**src/rtl/mac_pkg.sv**
```systemverilog
package mac_pkg;

  typedef enum logic [2:0] {
    OP_NOP = 3'd0,
    OP_MUL = 3'd1,
    OP_MAC = 3'd2,
    OP_MSU = 3'd3,
    OP_CLR = 3'd4,
    OP_SAT = 3'd5
  } mac_op_e;

  localparam logic [1:0] SRC_REG0 = 2'd0;
  localparam logic [1:0] SRC_REG1 = 2'd1;

  function automatic logic op_is_arith(input mac_op_e o);
    return (o == OP_MUL) || (o == OP_MAC) || (o == OP_MSU);
  endfunction

endpackage

```
**src/rtl/mac_operand_sel.sv**
```systemverilog
module mac_operand_sel #(
  parameter int DW = 16
) (
  input  logic          clk,
  input  logic          rst,
  input  logic          xwr_en,
  input  logic          xwr_idx,
  input  logic [DW-1:0] xwr_data,
  input  logic          ywr_en,
  input  logic          ywr_idx,
  input  logic [DW-1:0] ywr_data,
  input  logic [1:0]    x_sel,
  input  logic [1:0]    y_sel,
  input  logic [DW-1:0] rbus,
  input  logic [DW-1:0] fb,
  output logic [DW-1:0] x_op,
  output logic [DW-1:0] y_op
);
  import mac_pkg::*;

  localparam int NREG = 2;

  logic [DW-1:0] xr [NREG];
  logic [DW-1:0] yr [NREG];

  for (genvar g = 0; g < NREG; g++) begin : g_regs
    always_ff @(posedge clk) begin
      if (rst) begin
        xr[g] <= '0;
        yr[g] <= '0;
      end else begin
        if (xwr_en && (xwr_idx == 1'(g))) xr[g] <= xwr_data;
        if (ywr_en && (ywr_idx == 1'(g))) yr[g] <= ywr_data;
      end
    end

    // a write lands in the addressed register at the next edge
    a_r2_xreg_write: assert property (@(posedge clk) disable iff (rst)
      (xwr_en && (xwr_idx == 1'(g))) |=> (xr[g] == $past(xwr_data)));
    a_r2_yreg_write: assert property (@(posedge clk) disable iff (rst)
      (ywr_en && (ywr_idx == 1'(g))) |=> (yr[g] == $past(ywr_data)));
  end

  always_comb begin
    unique case (x_sel)
      SRC_REG0: x_op = xr[0];
      SRC_REG1: x_op = xr[1];
      default:  x_op = rbus;
    endcase
    unique case (y_sel)
      SRC_REG0: y_op = yr[0];
      SRC_REG1: y_op = yr[1];
      default:  y_op = fb;
    endcase
  end

endmodule

```
**src/rtl/mac_arith.sv**
```systemverilog
module mac_arith #(
  parameter int DW = 16,
  parameter int GW = 8,
  localparam int PW = 2 * DW,
  localparam int AW = PW + GW
) (
  input  logic            clk,
  input  logic            rst,
  input  mac_pkg::mac_op_e op,
  input  logic [DW-1:0]   x_op,
  input  logic [DW-1:0]   y_op,
  input  logic [AW-1:0]   acc,
  output logic [AW-1:0]   res
);
  import mac_pkg::*;

  logic signed [PW-1:0] prod;
  logic        [AW-1:0] prod_ext;

  always_comb begin
    prod     = $signed({{DW{x_op[DW-1]}}, x_op}) * $signed({{DW{y_op[DW-1]}}, y_op});
    prod_ext = {{GW{prod[PW-1]}}, prod};
    unique case (op)
      OP_MUL:  res = prod_ext;
      OP_MAC:  res = acc + prod_ext;
      OP_MSU:  res = acc - prod_ext;
      default: res = acc;
    endcase
  end

  // a plain product always fits the signed 32-bit range
  a_r3_product_in_range: assert property (@(posedge clk) disable iff (rst)
    (op == OP_MUL) |-> ((res[AW-1:PW-1] == '0) || (res[AW-1:PW-1] == '1)));

endmodule

```
**src/rtl/mac_accum.sv**
```systemverilog
module mac_accum #(
  parameter int DW = 16,
  parameter int GW = 8,
  localparam int PW = 2 * DW,
  localparam int AW = PW + GW
) (
  input  logic            clk,
  input  logic            rst,
  input  mac_pkg::mac_op_e op,
  input  logic            dest,
  input  logic [AW-1:0]   res,
  input  logic            ld_hi_en,
  input  logic            ld_mid_en,
  input  logic            ld_lo_en,
  input  logic [DW-1:0]   ld_data,
  output logic [AW-1:0]   acc,
  output logic [DW-1:0]   fb,
  output logic            ovf
);
  import mac_pkg::*;

  localparam logic [AW-1:0] SAT_POS = {{(GW + 1){1'b0}}, {(PW - 1){1'b1}}};
  localparam logic [AW-1:0] SAT_NEG = ~SAT_POS;

  function automatic logic beyond_range(input logic [AW-1:0] v);
    return !((v[AW-1:PW-1] == '0) || (v[AW-1:PW-1] == '1));
  endfunction

  logic [AW-1:0] acc_n;
  logic [DW-1:0] fb_n;
  logic          any_ld;
  logic          arith;

  always_comb begin
    acc_n  = acc;
    fb_n   = fb;
    arith  = op_is_arith(op);
    any_ld = ld_hi_en || ld_mid_en || ld_lo_en;
    if (arith && dest) fb_n = res[PW-1:DW];
    if (any_ld) begin
      if (ld_lo_en) acc_n[DW-1:0] = ld_data;
      if (ld_mid_en) begin
        acc_n[PW-1:DW] = ld_data;
        acc_n[AW-1:PW] = {GW{ld_data[DW-1]}};
      end
      if (ld_hi_en) acc_n[AW-1:PW] = ld_data[GW-1:0];
    end else begin
      unique case (op)
        OP_MUL, OP_MAC, OP_MSU: if (!dest) acc_n = res;
        OP_CLR:                 acc_n = '0;
        OP_SAT: if (beyond_range(acc)) acc_n = acc[AW-1] ? SAT_NEG : SAT_POS;
        default:                acc_n = acc;
      endcase
    end
  end

  always_ff @(posedge clk) begin
    if (rst) begin
      acc <= '0;
      fb  <= '0;
      ovf <= 1'b0;
    end else begin
      acc <= acc_n;
      fb  <= fb_n;
      ovf <= beyond_range(acc_n);
    end
  end

  // the flag follows the guard bits of the stored accumulator
  a_r5_flag_tracks_guard: assert property (@(posedge clk) disable iff (rst)
    ovf == !((acc[AW-1:PW-1] == '0) || (acc[AW-1:PW-1] == '1)));
  // clear without loads empties the accumulator
  a_r8_clear_zeros: assert property (@(posedge clk) disable iff (rst)
    ((op == OP_CLR) && !any_ld) |=> ((acc == '0) && !ovf));
  // a feedback-bound result leaves the accumulator alone
  a_r6_fb_keeps_acc: assert property (@(posedge clk) disable iff (rst)
    (arith && dest && !any_ld) |=> ($stable(acc) && $stable(ovf)));
  // saturation always ends inside the 32-bit range
  a_r9_sat_in_range: assert property (@(posedge clk) disable iff (rst)
    ((op == OP_SAT) && !any_ld) |=> !ovf);
  // a middle-only load sign-fills the high part
  a_r10_mid_sign_fill: assert property (@(posedge clk) disable iff (rst)
    (ld_mid_en && !ld_hi_en) |=> (acc[AW-1:PW] == {GW{acc[PW-1]}}));
  // an idle cycle holds all state
  a_r12_idle_holds: assert property (@(posedge clk) disable iff (rst)
    ((op == OP_NOP) && !any_ld) |=> ($stable(acc) && $stable(fb) && $stable(ovf)));

endmodule

```
**src/rtl/mac_unit.sv**
```systemverilog
module mac_unit #(
  parameter int DW = 16,
  parameter int GW = 8,
  localparam int PW = 2 * DW,
  localparam int AW = PW + GW
) (
  input  logic          clk,
  input  logic          rst,
  input  logic          xreg_wr_en,
  input  logic          xreg_wr_idx,
  input  logic [DW-1:0] xreg_wr_data,
  input  logic          yreg_wr_en,
  input  logic          yreg_wr_idx,
  input  logic [DW-1:0] yreg_wr_data,
  input  logic [1:0]    x_sel,
  input  logic [1:0]    y_sel,
  input  logic [DW-1:0] rbus_in,
  input  logic [2:0]    op,
  input  logic          dest,
  input  logic          ld_hi_en,
  input  logic          ld_mid_en,
  input  logic          ld_lo_en,
  input  logic [DW-1:0] ld_data,
  output logic [GW-1:0] acc_hi,
  output logic [DW-1:0] acc_mid,
  output logic [DW-1:0] acc_lo,
  output logic [DW-1:0] fb_out,
  output logic          ovf
);
  import mac_pkg::*;

  mac_op_e       op_e;
  logic [DW-1:0] x_op;
  logic [DW-1:0] y_op;
  logic [AW-1:0] acc;
  logic [AW-1:0] res;
  logic [DW-1:0] fb;

  assign op_e = mac_op_e'(op);

  mac_operand_sel #(.DW(DW)) u_opsel (
    .clk      (clk),
    .rst      (rst),
    .xwr_en   (xreg_wr_en),
    .xwr_idx  (xreg_wr_idx),
    .xwr_data (xreg_wr_data),
    .ywr_en   (yreg_wr_en),
    .ywr_idx  (yreg_wr_idx),
    .ywr_data (yreg_wr_data),
    .x_sel    (x_sel),
    .y_sel    (y_sel),
    .rbus     (rbus_in),
    .fb       (fb),
    .x_op     (x_op),
    .y_op     (y_op)
  );

  mac_arith #(.DW(DW), .GW(GW)) u_arith (
    .clk  (clk),
    .rst  (rst),
    .op   (op_e),
    .x_op (x_op),
    .y_op (y_op),
    .acc  (acc),
    .res  (res)
  );

  mac_accum #(.DW(DW), .GW(GW)) u_accum (
    .clk       (clk),
    .rst       (rst),
    .op        (op_e),
    .dest      (dest),
    .res       (res),
    .ld_hi_en  (ld_hi_en),
    .ld_mid_en (ld_mid_en),
    .ld_lo_en  (ld_lo_en),
    .ld_data   (ld_data),
    .acc       (acc),
    .fb        (fb),
    .ovf       (ovf)
  );

  assign acc_hi  = acc[AW-1:PW];
  assign acc_mid = acc[PW-1:DW];
  assign acc_lo  = acc[DW-1:0];
  assign fb_out  = fb;

endmodule

```
**config.mk**
```make
export PLATFORM = sky130hd
export DESIGN_NAME = mac_unit
export DESIGN_NICKNAME = d
export VERILOG_FILES = /design/src/rtl/mac_pkg.sv /design/src/rtl/mac_operand_sel.sv /design/src/rtl/mac_arith.sv /design/src/rtl/mac_accum.sv /design/src/rtl/mac_unit.sv
export SDC_FILE = /design/constraint.sdc
export NUM_CORES = 1
export LEC_CHECK = 0
export ABC_CLOCK_PERIOD_IN_PS = 17250
export BUFFER_PORTS_ARGS = -buffer_cell sky130_fd_sc_hd__buf_2
export CAP_MARGIN = 20
export CELL_PAD_IN_SITES_DETAIL_PLACEMENT = 0
export CELL_PAD_IN_SITES_GLOBAL_PLACEMENT = 1
export CORE_MARGIN = 4
export CORE_UTILIZATION = 52
export DETAILED_ROUTE_END_ITERATION = 8
export GPL_TIMING_DRIVEN = 0
export PLACE_DENSITY = 0.85
export SETUP_SLACK_MARGIN = 0.4
export SLEW_MARGIN = 20
export SYNTH_ARGS = -nofsm -noshare
export SYNTH_HDL_FRONTEND = slang
export SYNTH_HIERARCHICAL = 1
export SYNTH_SLANG_ARGS = --single-unit
```
**constraint.sdc**
```tcl
create_clock -name clk -period 17.25 [get_ports clk]
set_input_delay 1.725 -clock clk [delete_from_list [all_inputs] [get_ports clk]]
set_output_delay 1.725 -clock clk [all_outputs]
set_load 0.05 [all_outputs]
```
==> results_dict.tcl, run 1 <==
set metrics [dict create \
    outcome "completed" \
    rsz0062_at_grt "no" \
    final_nets 2983 \
    final_cell_mix "313 x inv_1, 267 x nand2_1, 263 x fa_1" \
    synth_fa_ha_area_share_pct 34.4 \
    yosys.area_share.xor_xnor_pct 3.94 \
    synthMuxAreaShare_pct 1.84 \
    post-route-period-util_pct 81.3 \
    start_util_pct 52.6 \
    via_count 17700 \
    cts_buffers 17 \
    synthDistinctLibCells 94 \
    htreeDepth 4 \
    critPathLaunchType "primary input" \
    crit_start "x_sel[1]" \
    dieHeight_um 203 \
    yosysWarningCount 6 \
    die_x_um 203 \
    clockBufferDepth 2 \
    grt_max_degree 17 \
    ctsRootBufferMaster "clkbuf_16" \
    netlist.area_leader.share_pct 26.6 \
    ys_seq_area_share_pct 15.5 \
    clk_pin_slew_ns 0.06 \
    cts-hold-fix-buffers 0 \
    cts_tree "yes" \
    postCtsSetupRepairBufs 0 \
    critical_path_depth 38 \
    cts.repair.resized 0 \
    worstPathRequired_ns 17.56 \
    floorplan.die_area_um2 41200 \
    drtIter0Drc 1450 \
    synth_top_family_by_area "adder cells" \
    antenna_found_initial 2 \
    insertion_delay_ns 0.44 \
    r2r_cells 37 \
    gp_congestion 0.950 \
    drt_wl_total_um 62400 \
    rr_startpoint "u_opsel/xr[1][15]" \
    synthArstFlopShare_pct 0 \
    crit_end "u_accum/ovf" \
    relSlewSlack_pct 19.1 \
    synth_simple_gate_area_share_pct 19.6 \
    r2r_end "u_accum/ovf" \
    synthFlopType "edfxtp_1" \
    setup_violations 0 \
    syn_inst 2359 \
    dp_hpwl_um 52100 \
    firstDrtPassIters 6 \
    max_cap_violations 0 \
    wl_per_cell_um 20.5 \
    finalHoldViolations 0 \
    yosysTopAreaCell "fa_1" \
    fp-row-count 71 \
    worstHoldPathType "register to register" \
    fin_tns_setup_ns 0 \
    crit_buf_inv 6 \
    fmax_ghz 0.0713 \
    worst_setup_path_end_kind "register" \
    grt_pass1_wl_um 96400 \
    synth.avg_cell_area_um2 8.38 \
    period_needed_ns 14.02 \
    syn_area_um2 19800 \
    critical_path.top_delay_family "adder cells" \
    finClkSkew_ns 0.0195 \
    cp_data_arrival_time_ns 14.33 \
    grt_use_total_pct 30.1 \
    synthToLayoutAreaGrowth_pct 9.79 \
    drive_gt1_share_pct 9.05 \
    vias_per_cell 5.83 \
    place_ws_ns 3.15 \
    tightest_slew_ns 1.20 \
    final_antenna_net_count 0 \
    fp.coreArea_um2 37600 \
    slew_viol_final 0 \
    ys_ff_latch 121 \
    r2r_slack_ns 4.57 \
    utilization_pct 57.7 \
    synth_nets 2825 \
    finalWorstSetupSlack_ns 3.23 \
    fill_cells 3526 \
    slowest_delay_ns 0.99 \
    cts.sinks 121 \
    drc 0 \
    yosys-top-cells-area "fa_1 27%, edfxtp_1 9.7%, ha_1 7.7%" \
    cp_common_cell "fa_1" \
    grt_pass1_vias 17600 \
    critPathSlowestCell "o21ai_0" \
    synth-edff-count 64 \
    layout_commonest_cell "inv_1" \
    path_max_fanout 10 \
    grt-ovfl-total 0 \
    ioPinCount 138 \
    critical_path_class "primary input to register" \
    synth_compound_area_share_pct 16.2 \
    port_buffers 131 \
]
## area by class of cell
type	instances	area (um^2)	area share [%]
Antenna cell	1	2.50	0.0115
Buffer	116	519	2.39
Clock buffer	17	425	1.96
Clock inverter	15	153	0.703
Inverter	314	1180	5.43
Multi-Input combinational cell	1808	15000	69.2
Sequential cell	121	3060	14.1
Tap cell	511	639	2.95
Timing Repair Buffer	139	713	3.29
## flip-flops by register name, indices dropped and copies added, names as in the netlist
register,cells
u_accum/ovf,1
u_accum/fb,16
u_opsel/yr,32
u_opsel/xr,32
u_accum/acc,40
## cells by family after synthesis
group,Yosys count
flip-flops,121
buffers and inverters,430
XOR/XNOR,89
multiplexers,35
adder cells (fa/ha/maj),385
AO/OA/AOI/OAI,501
AND/OR/NAND/NOR,798
## through the flow
step / instance area [um^2] / hold WS (ns) / instances
floorplan: 19800 / 0.684 / 2359
global placement: 21100 / 0.468 / 3001
global route: 21700 / 0.502 / 3041
detailed placement: 21100 / 0.462 / 3009
finish: 21700 / 0.483 / 3042
CTS: 21700 / 0.479 / 3041
## routing by layer
layer	part of all wire (%)	up-vias	wire (um)	GRT usage [%]
met3	8.9	129	5560	7.81
met1	43	8757	27000	41.7
met4	3.2	0	1970	9.38
li1	-	8156	-	-
met2	45	705	27900	46.6
met5	0	-	0	0
## worst register-to-register path: cells and delay by family (launching register included)
kind	cells	cell delay (ns)
buf+inv	4	0.74
compound gates	7	3.77
simple gates	16	3.18
xor+xnor	1	0.15
fa+ha+maj	8	4.31
flops	1	0.34
mux	1	0.08
## Yosys cell counts, types with 8 or more instances
cell type	number
nand2b_1	35
fa_1	263
a21o_1	28
o22ai_1	35
nand2_1	267
nor2b_1	16
xor2_1	45
nor2_1	205
o22a_1	14
a21oi_1	184
and2_1	139
dfxtp_1	57
or3_1	14
nand3b_1	8
xnor2_1	44
ha_1	122
nand3_1	23
a221oi_1	19
a31oi_1	9
o21a_1	12
nor3_1	21
clkbuf_1	91
inv_1	313
o31ai_1	10
mux2i_1	34
buf_2	12
a211oi_1	24
nand4_1	16
and3_1	10
o21ai_0	95
edfxtp_1	64
## worst min-delay path by stage
stage                     to  slack [ns]     startpoint  cells after the start
2_1_floorplan  u_accum/fb[0]        0.68  u_accum/fb[0]                      2
3_3_place_gp   u_accum/fb[9]        0.47  u_accum/fb[9]                      2
3_5_place_dp   u_accum/fb[9]        0.46  u_accum/fb[9]                      2
4_1_cts        u_accum/fb[9]        0.48  u_accum/fb[9]                      2
5_1_grt        u_accum/fb[9]        0.50  u_accum/fb[9]                      2
6_report       u_accum/fb[9]        0.48  u_accum/fb[9]                      2
Power of run 1 is not shown: default switching activity piles up to over one toggle a cycle in this logic, so the estimate is an artifact.
==> inputs of run 2 (changes only) <==
--- a/config.mk
+++ b/config.mk
@@ -5,16 +5,16 @@
 export SDC_FILE = /design/constraint.sdc
 export NUM_CORES = 1
 export LEC_CHECK = 0
-export ABC_CLOCK_PERIOD_IN_PS = 17250
+export ABC_CLOCK_PERIOD_IN_PS = 13900
 export BUFFER_PORTS_ARGS = -buffer_cell sky130_fd_sc_hd__buf_2
 export CAP_MARGIN = 20
 export CELL_PAD_IN_SITES_DETAIL_PLACEMENT = 0
 export CELL_PAD_IN_SITES_GLOBAL_PLACEMENT = 1
 export CORE_MARGIN = 4
-export CORE_UTILIZATION = 52
+export CORE_UTILIZATION = 48
 export DETAILED_ROUTE_END_ITERATION = 8
 export GPL_TIMING_DRIVEN = 0
-export PLACE_DENSITY = 0.85
+export PLACE_DENSITY = 0.79
 export SETUP_SLACK_MARGIN = 0.4
 export SLEW_MARGIN = 20
 export SYNTH_ARGS = -nofsm -noshare
==> constraint.sdc (replaced) <==
create_clock -name clk -period 13.9 [get_ports clk]
set_input_delay 1.39 -clock clk [delete_from_list [all_inputs] [get_ports clk]]
set_output_delay 1.39 -clock clk [all_outputs]
set_load 0.05 [all_outputs]
==> run 2 against run 1 <==
Net effect:
- global-route usage decreased by 1.7 points
- register-to-register slack got worse by 2.7 ns
- flip-flop and latch count unchanged
- wire length increased by 1.8%
- die area increased by 8.0%
==> results_dict.tcl, run 2 (synthesis results as in run 1) <==
set metrics [dict create \
    critPathSlowestCell "o21ai_2" \
    period_needed_ns 12.92 \
    cp_data_arrival_time_ns 13.23 \
    slowest_delay_ns 0.64 \
    finalHoldViolations 0 \
    dp_hpwl_um 53000 \
    relSlewSlack_pct 33.3 \
    top_register "u_accum/acc" \
    via_count 17700 \
    finClkSkew_ns 0.0105 \
    insertion_delay_ns 0.44 \
    slew_viol_final 0 \
    post-route-period-util_pct 92.9 \
    port_buffers 131 \
    final_nets 2981 \
    regArea_um2 3060 \
    finalWorstSetupSlack_ns 0.980 \
    rsz0062_at_grt "no" \
    fill_cells 3935 \
    critPathLaunchType "primary input" \
    cts.sinks 121 \
    cts-hold-fix-buffers 0 \
    outcome "completed" \
    place_ws_ns 0.194 \
    tightest_slew_ns 0.992 \
    final_antenna_net_count 0 \
    htreeDepth 4 \
    worstPathRequired_ns 14.21 \
    ctsRootBufferMaster "clkbuf_16" \
    ioPinCount 138 \
    clockBufferDepth 2 \
    final_cell_mix "313 x inv_1, 267 x nand2_1, 263 x fa_1" \
    dieHeight_um 211 \
    fp.coreArea_um2 40700 \
    synthToLayoutAreaGrowth_pct 10.8 \
    grt_pass1_vias 17500 \
    drtIter0Drc 1867 \
    floorplan.die_area_um2 44500 \
    drc 0 \
    cts.repair.resized 0 \
    postCtsSetupRepairBufs 0 \
    worstHoldPathType "register to register" \
    fmax_ghz 0.0774 \
    wl_per_cell_um 20.7 \
    cts_tree "yes" \
    critical_path_class "primary input to register" \
    grt_pass1_wl_um 97800 \
    grt_max_degree 17 \
    drive_gt1_share_pct 10.2 \
    grt_use_total_pct 28.4 \
    antenna_found_initial 0 \
    cts_buffers 17 \
    fp-row-count 74 \
    cp_common_cell "fa_1" \
    firstDrtPassIters 5 \
    drt_wl_total_um 63500 \
    path_max_fanout 10 \
    grt-ovfl-total 0 \
    die_x_um 211 \
    vias_per_cell 5.80 \
    start_util_pct 48.5 \
    gp_congestion 0.942 \
    worst_setup_path_end_kind "register" \
    max_cap_violations 0 \
    reg_top3 "u_accum/acc: 40 flops, u_opsel/xr: 32 flops, u_opsel/yr: 32 flops" \
    largest_reg_flops 40 \
    clk_pin_slew_ns 0.06 \
    layout_commonest_cell "inv_1" \
    setup_violations 0 \
    multi_input_area_um2 15100 \
]
==> run 2: path summary, 6_finish.rpt <==
| path | slack [ns] | endpoint | start | depth (start not counted) |
|---|---|---|---|---|
| worst min-delay path | 0.50 | u_accum/fb[0] | u_accum/fb[0] | 2 |
| worst max register to register | 1.89 | u_accum/ovf | u_opsel/yr[0][15] | 44 |
| worst min register to register | 0.50 | u_accum/fb[0] | u_accum/fb[0] | 2 |
| worst max-delay path | 0.98 | u_accum/ovf | y_sel[1] | 46 |
==> run 2: critical path, delay by kind of cell <==
family	cells	cell delay, ns
AOI/OAI and AO/OA	17	4.12
adders and majority gates	8	3.65
buffers and inverters	8	1.13
xor gates and xnor gates	2	0.38
and+or+nand+nor	11	2.50
==> run 2: cell type report <==
type / instances / area share [%]
diodes: 1 / 0.0114
plain buffers: 116 / 2.42
clock buffers: 18 / 1.96
clock inverters: 14 / 0.886
inverters: 314 / 5.38
multi-input cells: 1808 / 69.1
flip-flops and latches: 121 / 14.0
well taps: 532 / 3.04
repair buffers: 137 / 3.20
==> run 2: stage by stage <==
stage / instance area, um^2 / instances / utilization, % / TNS [ns] / hold WS, ns
final: 21900 / 3061 / 53.7 / 0 / 0.495
after global routing: 21900 / 3060 / 53.7 / 0 / 0.532
after CTS: 21800 / 3060 / 53.4 / 0 / 0.494
after detailed placement: 21100 / 3028 / 51.9 / 0 / 0.477
after global placement: 21100 / 3022 / 51.8 / -0.184 / 0.472
after floorplan: 19800 / 2359 / - / 0 / 0.684
==> run 2: layer usage <==
layer  global-route usage, %  up-vias  part of all wire, %
li1                        -     8155                    -
met2                    43.5      697                   45
met1                    41.2     8810                   45
met5                       0        -                    0
met4                    6.93        0                  2.2
met3                    6.33       84                  8.6
Power of run 2 is left out for the same reason.
